--- config.mk ---
export PLATFORM = sky130hd
export DESIGN_NAME = pstage_rst_seq
export DESIGN_NICKNAME = d
export VERILOG_FILES = /design/src/rtl/pss_pkg.sv /design/src/rtl/pss_precharge.sv /design/src/rtl/pss_pwm_monitor.sv /design/src/rtl/pstage_rst_seq.sv
export SDC_FILE = /design/constraint.sdc
export NUM_CORES = 1
export LEC_CHECK = 0
export BUFFER_PORTS_ARGS = -buffer_cell sky130_fd_sc_hd__buf_2
export CORE_MARGIN = 2
export CORE_UTILIZATION = 40
export DETAILED_ROUTE_END_ITERATION = 6
export MAX_ROUTING_LAYER = met4
export SKIP_LAST_GASP = 1
export SLEW_MARGIN = 10
export SYNTH_ARGS = -nofsm -noshare
export SYNTH_HDL_FRONTEND = slang
export SYNTH_SLANG_ARGS = --single-unit
--- constraint.sdc ---
create_clock -name clk -period 4.97 [get_ports clk]
set_input_delay 0.497 -clock clk [delete_from_list [all_inputs] [get_ports clk]]
set_output_delay 0.497 -clock clk [all_outputs]
set_load 0.005 [all_outputs]
--- src/rtl/pss_pkg.sv ---
package pss_pkg;

    typedef enum logic [1:0] {
        SEQ_OFF,
        SEQ_ARM,
        SEQ_RUN,
        SEQ_DRAIN
    } seq_state_e;

    typedef struct packed {
        logic supply_ok;
        logic precharged;
        logic mod_ready;
        logic pwm_valid;
        logic down_req;
    } seq_cond_t;

    function automatic int unsigned period_cycles(int unsigned clk_hz, int unsigned f_hz);
        return clk_hz / f_hz;
    endfunction

    function automatic int unsigned us_to_cycles(int unsigned clk_hz, int unsigned us);
        return (clk_hz / 1_000_000) * us;
    endfunction

endpackage

--- src/rtl/pss_precharge.sv ---
module pss_precharge #(
    parameter int unsigned CYC = 50_000
) (
    input  logic clk,
    input  logic rst,
    input  logic supply_ok,
    output logic done
);
    localparam int CW = $clog2(CYC + 1);

    logic [CW-1:0] cnt;

    always_ff @(posedge clk) begin
        if (rst || !supply_ok) begin
            cnt  <= '0;
            done <= 1'b0;
        end else if (!done) begin
            if (cnt == CW'(CYC - 1)) begin
                done <= 1'b1;
            end else begin
                cnt <= cnt + 1'b1;
            end
        end
    end

    // a supply dip always restarts the interval
    assert_supply_clears_R9: assert property (@(posedge clk) disable iff (rst)
        !supply_ok |=> !done);

endmodule

--- src/rtl/pss_pwm_monitor.sv ---
module pss_pwm_monitor #(
    parameter int unsigned PER_MIN = 125,
    parameter int unsigned PER_MAX = 142,
    parameter int unsigned LOCK    = 16
) (
    input  logic clk,
    input  logic rst,
    input  logic pwm_in,
    output logic pwm_valid
);
    localparam int CW = $clog2(PER_MAX + 1);
    localparam int LW = $clog2(LOCK + 1);

    logic [2:0]    sync_q;
    logic          rise;
    logic [CW-1:0] since;
    logic          armed;
    logic [LW-1:0] good;
    logic          period_ok;
    logic          timeout;

    always_ff @(posedge clk) begin
        if (rst) sync_q <= '0;
        else     sync_q <= {sync_q[1:0], pwm_in};
    end

    assign rise      = sync_q[1] & ~sync_q[2];
    assign period_ok = (since >= CW'(PER_MIN - 1)) && (since <= CW'(PER_MAX - 1));
    assign timeout   = (since == CW'(PER_MAX));

    always_ff @(posedge clk) begin
        if (rst) begin
            since <= '0;
            armed <= 1'b0;
            good  <= '0;
        end else if (rise) begin
            since <= '0;
            armed <= 1'b1;
            if (armed && period_ok) begin
                if (good != LW'(LOCK)) good <= good + 1'b1;
            end else begin
                good <= '0;
            end
        end else if (timeout) begin
            armed <= 1'b0;
            good  <= '0;
        end else begin
            since <= since + 1'b1;
        end
    end

    assign pwm_valid = (good == LW'(LOCK));

    assert_stall_drops_R7: assert property (@(posedge clk) disable iff (rst)
        (timeout && !rise) |=> !pwm_valid);

    assert_bad_period_R6: assert property (@(posedge clk) disable iff (rst)
        (rise && armed && !period_ok) |=> !pwm_valid);

endmodule

--- src/rtl/pstage_rst_seq.sv ---
module pstage_rst_seq
    import pss_pkg::*;
#(
    parameter int unsigned CLK_HZ       = 50_000_000,
    parameter int unsigned PRECHARGE_US = 1000,
    parameter int unsigned FMIN_HZ      = 350_000,
    parameter int unsigned FMAX_HZ      = 400_000,
    parameter int unsigned LOCK_PERIODS = 16,
    parameter int unsigned EN_HOLD      = 4
) (
    input  logic clk,
    input  logic rst,
    input  logic gate_supply_ok,
    input  logic mod_ready,
    input  logic pwm_in,
    input  logic pwr_down_req,
    output logic stage_rst_n,
    output logic pwm_en_req
);
    localparam int unsigned PRE_CYC = us_to_cycles(CLK_HZ, PRECHARGE_US);
    localparam int unsigned PER_MIN = period_cycles(CLK_HZ, FMAX_HZ);
    localparam int unsigned PER_MAX = period_cycles(CLK_HZ, FMIN_HZ);
    localparam int          HW      = $clog2(EN_HOLD + 1);

    seq_cond_t     cond;
    seq_state_e    state, state_nx;
    logic [HW-1:0] hold_cnt;
    logic          pre_done;
    logic          pwm_valid;

    pss_precharge #(.CYC(PRE_CYC)) u_pre (
        .clk       (clk),
        .rst       (rst),
        .supply_ok (gate_supply_ok),
        .done      (pre_done)
    );

    pss_pwm_monitor #(
        .PER_MIN (PER_MIN),
        .PER_MAX (PER_MAX),
        .LOCK    (LOCK_PERIODS)
    ) u_mon (
        .clk       (clk),
        .rst       (rst),
        .pwm_in    (pwm_in),
        .pwm_valid (pwm_valid)
    );

    assign cond = '{supply_ok:  gate_supply_ok,
                    precharged: pre_done,
                    mod_ready:  mod_ready,
                    pwm_valid:  pwm_valid,
                    down_req:   pwr_down_req};

    always_comb begin
        state_nx = state;
        unique case (state)
            SEQ_OFF:   if (cond.supply_ok && !cond.down_req) state_nx = SEQ_ARM;
            SEQ_ARM: begin
                if (cond.down_req || !cond.supply_ok)
                    state_nx = SEQ_DRAIN;
                else if (cond.precharged && cond.pwm_valid && cond.mod_ready)
                    state_nx = SEQ_RUN;
            end
            SEQ_RUN: begin
                if (cond.down_req || !cond.supply_ok)
                    state_nx = SEQ_DRAIN;
                else if (!cond.pwm_valid || !cond.mod_ready)
                    state_nx = SEQ_ARM;
            end
            SEQ_DRAIN: if (hold_cnt == HW'(EN_HOLD - 1)) state_nx = SEQ_OFF;
            default:   state_nx = SEQ_OFF;
        endcase
    end

    always_ff @(posedge clk) begin
        if (rst) begin
            state    <= SEQ_OFF;
            hold_cnt <= '0;
        end else begin
            state    <= state_nx;
            hold_cnt <= (state == SEQ_DRAIN) ? hold_cnt + 1'b1 : '0;
        end
    end

    always_comb begin
        stage_rst_n = (state == SEQ_RUN);
        pwm_en_req  = (state != SEQ_OFF);
    end

    // checker state: clocks spent with reset low and PWM still requested
    logic [HW-1:0] low_run;
    always_ff @(posedge clk) begin
        if (rst) low_run <= '0;
        else if (pwm_en_req && !stage_rst_n) begin
            if (low_run != HW'(EN_HOLD)) low_run <= low_run + 1'b1;
        end else low_run <= '0;
    end

    assert_quiet_after_reset_R1: assert property (@(posedge clk) disable iff (rst)
        $past(rst) |-> (!stage_rst_n && !pwm_en_req));

    assert_release_gated_R3: assert property (@(posedge clk) disable iff (rst)
        $rose(stage_rst_n) |-> $past(pre_done && pwm_valid && mod_ready));

    assert_en_drop_order_R8: assert property (@(posedge clk) disable iff (rst)
        $fell(pwm_en_req) |-> (low_run >= HW'(EN_HOLD)));

    assert_run_needs_pwm_R10: assert property (@(posedge clk) disable iff (rst)
        stage_rst_n |-> pwm_en_req);

endmodule

==> impl_summary.md <==
Run status
The run finished with clean final reports.

Final layout
After the last flow step, the layout net total stands at 253. The post-layout utilization of the core is 45.6%. The commonest non-fill, non-tap cell in the layout is dfxtp_1.

Cells with a size suffix above 1 make up 10.1% of the layout. The count of inserted antenna diode cells is 0. In the layout the commonest cells are dfxtp_1, nand2_1, nor2_1. The area growth from synthesis to layout is 7.99%.

Clock tree
In this run, CTS created clock tree buffers numbering 5. The clock passes through at most 2 buffers. CTS built an H-tree with a depth of 2. The count of buffers added by post-CTS timing repair for setup is 0.

The clock drives 39 sinks. The cell sitting at the root of the clock tree is a clkbuf_8. The register clock-pin slew on the reported worst setup and hold paths is 0.08 ns.

Post-CTS repair changed the size of 0 cells. In this run, post-CTS hold repair placed 0 buffers. The clock tree from TritonCTS is built. The clock network latency to the later pin of the worst-skew pair is 0.30 ns.

Timing
The maximum clock skew at final layout is 0.0115 ns. The total negative setup slack is 0 ns. Setup violations remaining at the end of the flow were counted as 0.

The maximum operating frequency is 467 MHz. Measured against its own limit, the worst slew margin works out to 34.0%. On the final layout, the worst hold slack is 0.403 ns.

For the pin with the worst max-slew slack, the measured transition is 0.976 ns. The final hold violation count is 0. Of the available clock period, the critical path in the final layout requires 43.1%. The clock period minus final worst setup slack is 2.14 ns. Setup repair after global routing left no endpoint under its margin. The final number of max-transition violations is 0.

Floorplan
The floorplan step defined a die boundary enclosing 0.00568 mm^2. In this run the core area contains 25 standard-cell rows. The region available for standard cell placement spans 0.00482 mm^2. For this configuration, the core starts out at a cell density of 42.3%.

In this run the vertical extent of the chip is 75.3 um. The number of I/O pins is 8. The die is 75.3 um wide.

Logic synthesis
The top-area cell type share of the netlist area is 38.4%. The synthesis warning total is 0. The synthesized netlist cell count is 230. The share of synthesized flip-flops with an asynchronous set or reset is 0%.

The number of nets in the synthesized netlist is 246. The most common flop cell mapped by yosys is dfxtp_1. The dominant cell type by area after synthesis is dfxtp_1.

In this run, synthesis produced a sequential element count of 39. The synthesized netlist contains 49 unique library cells. In this run, synthesis inferred 0 flip-flops with an integrated enable. The sequential area share after synthesis is 38.4%. In this run the cell area of the synthesized design comes to 0.00204 mm^2. The per-instance average area after synthesis is 8.85 um^2. Sorting the synthesized cells by area gives the leading types as dfxtp_1, ha_1, nand2_1.

GRT
The overflow left after global routing is 0. The initial antenna violation count is 0. The pin count of the biggest net entering global routing is 19. Across every metal layer, demand over resource in global routing totals 15.5%. The via count of the first global-routing pass is 1,425.

The wire length of the first global-routing pass is 6560 um.

Route
The wire length per cell is 12.9 um. The detailed-route vias per instance is 5.32. Summed over all layers, the routed wires come to 3920 um. The total via count in the routed design is 1,623. The iteration count of the initial detailed-routing pass is 4. The total DRC errors in the routed layout is 0. The detailed router finished its first iteration with 91 violations.

The number of nets still failing antenna checks after routing is 0.

Hold path
The startpoint identified for the worst hold timing path is pwm_in. Counting instances, the worst hold path has a depth of 2. The path with the worst hold slack has its endpoint at u_mon.sync_q[0]. In this run the worst hold path is classified as in -> reg.

Placement
Routability-driven placement finished with a final weighted congestion of 0.776. Summed over all nets, the half-perimeter wirelength after detailed placement is 2750 um. Buffers placed on the I/O ports in this run total 7.

Critical path
Among all stages on the critical path, the largest delay is contributed by nor4bb_1. The worst setup path category is reg -> reg. The largest fanout on the critical path is 7.

In this run the critical register-to-register path is launched from u_mon.good[0]. The critical path data required time is 5.16 ns. The number of cell instances on the worst register-to-register path is 6. The endpoint identified for the worst register-to-register timing path is state[0]. The critical path goes through inv_1 -> ha_1 -> nor4bb_1 -> nand3_1 -> o31a_1 -> a2bb2oi_1.

The capturing element type of the critical path is a register. The stage delay of the slowest cell on the critical path is 0.83 ns. The reg-to-reg setup timing slack is 2.83 ns. The worst setup path is launched from a register. Broken down by cell family, the worst path's largest delay share belongs to simple AND/OR/NAND/NOR gates. Together, buffers and inverters on the worst path number 1. For the worst setup path, the data arrival time is 2.33 ns.

Power
The worst vdd rail ir drop is 0.169 mV. The power per unit of standard cell area is 260 mW/mm^2. For this design the static power due to leakage is 0.000768 uW.

Run
Max-cap violations in this run came to 0.
-- area by class of cell --
type                            instances  area [um^2]
Multi-Input combinational cell        171         1160
Sequential cell                        39          781
Fill cell                             486         2620
Timing Repair Buffer                    7         35.0
Tap cell                               67         83.8
Clock inverter                          2         12.5
Clock buffer                            6         72.6
Inverter                               13         48.8
-- routing by layer --
metal | global-route usage, % | vias to the layer above | part of all wire [%]
met4 | 5.26 | 0 | 1.4
met1 | 20.5 | 748 | 52
met5 | - | - | 0
met2 | 23.3 | 13 | 44
li1 | - | 855 | -
met3 | 3.57 | 7 | 2.3
-- state kept, by name, summed over array words and instances, names as in the netlist --
signal,cells
u_pre.cnt,16
u_mon.since,8
u_mon.good,5
hold_cnt,3
u_mon.sync_q,3
state,2
u_mon.armed,1
u_pre.done,1
-- synthesized netlist by cell type, types with 3 or more instances --
| cell type | n |
|---|---|
| a31oi_1 | 4 |
| dfxtp_1 | 39 |
| inv_1 | 13 |
| clkbuf_1 | 5 |
| xor2_1 | 5 |
| nand3b_1 | 3 |
| and2_1 | 3 |
| nand4_1 | 12 |
| mux2i_1 | 5 |
| or4_2 | 4 |
| a21oi_1 | 14 |
| o211ai_1 | 5 |
| xnor2_1 | 4 |
| nor2_1 | 18 |
| nor2b_1 | 8 |
| nand2_1 | 20 |
| ha_1 | 10 |
| nand3_1 | 10 |
| o21ai_0 | 3 |
| a211oi_1 | 4 |
| nand2b_1 | 4 |
| o31ai_1 | 4 |
-- worst max-delay path by stage --
stage,from,endpoint,slack (ns),cells past startpoint
2_1_floorplan,u_mon.good[0],state[0],3.13,6
3_3_place_gp,u_mon.good[0],state[0],2.82,6
3_5_place_dp,u_mon.good[0],state[0],2.84,6
4_1_cts,u_mon.good[0],state[0],2.83,6
5_1_grt,u_mon.good[0],state[0],2.61,6
6_report,u_mon.good[0],state[0],2.83,6
-- power breakdown --
part / leakage (uW) / internal, uW / switching, uW / total (uW)
combinational: 0.000411 / 14.8 / 19.6 / 34.4
clock: 0.0000412 / 98.1 / 114 / 212
sequential: 0.000316 / 318 / 7.03 / 325
-- metrics by stage --
step | worst slack, ns | power, uW | instance area (um^2) | instances
floorplan | 3.13 | 357 | 2040 | 230
global placement | 2.82 | 367 | 2110 | 297
detailed placement | 2.84 | 367 | 2110 | 297
CTS | 2.83 | 578 | 2200 | 305
global route | 2.61 | 597 | 2200 | 305
finish | 2.83 | 571 | 2200 | 305
-- kinds of logic (layout without fill, tap and decap cells) --
group / after synthesis / after routing / synth area share, %
xor gates and xnor gates: 9 / 9 / 3.87
muxes: 5 / 5 / 2.46
DFF: 39 / 39 / 38.4
and+or+nand+nor: 102 / 102 / 29.9
AOI/OAI and AO/OA: 45 / 45 / 14.9
adders and majority gates: 10 / 10 / 6.15
buffers and inverters: 20 / 28 / 4.43
No activity file was read; power rests on OpenSTA's default activity.
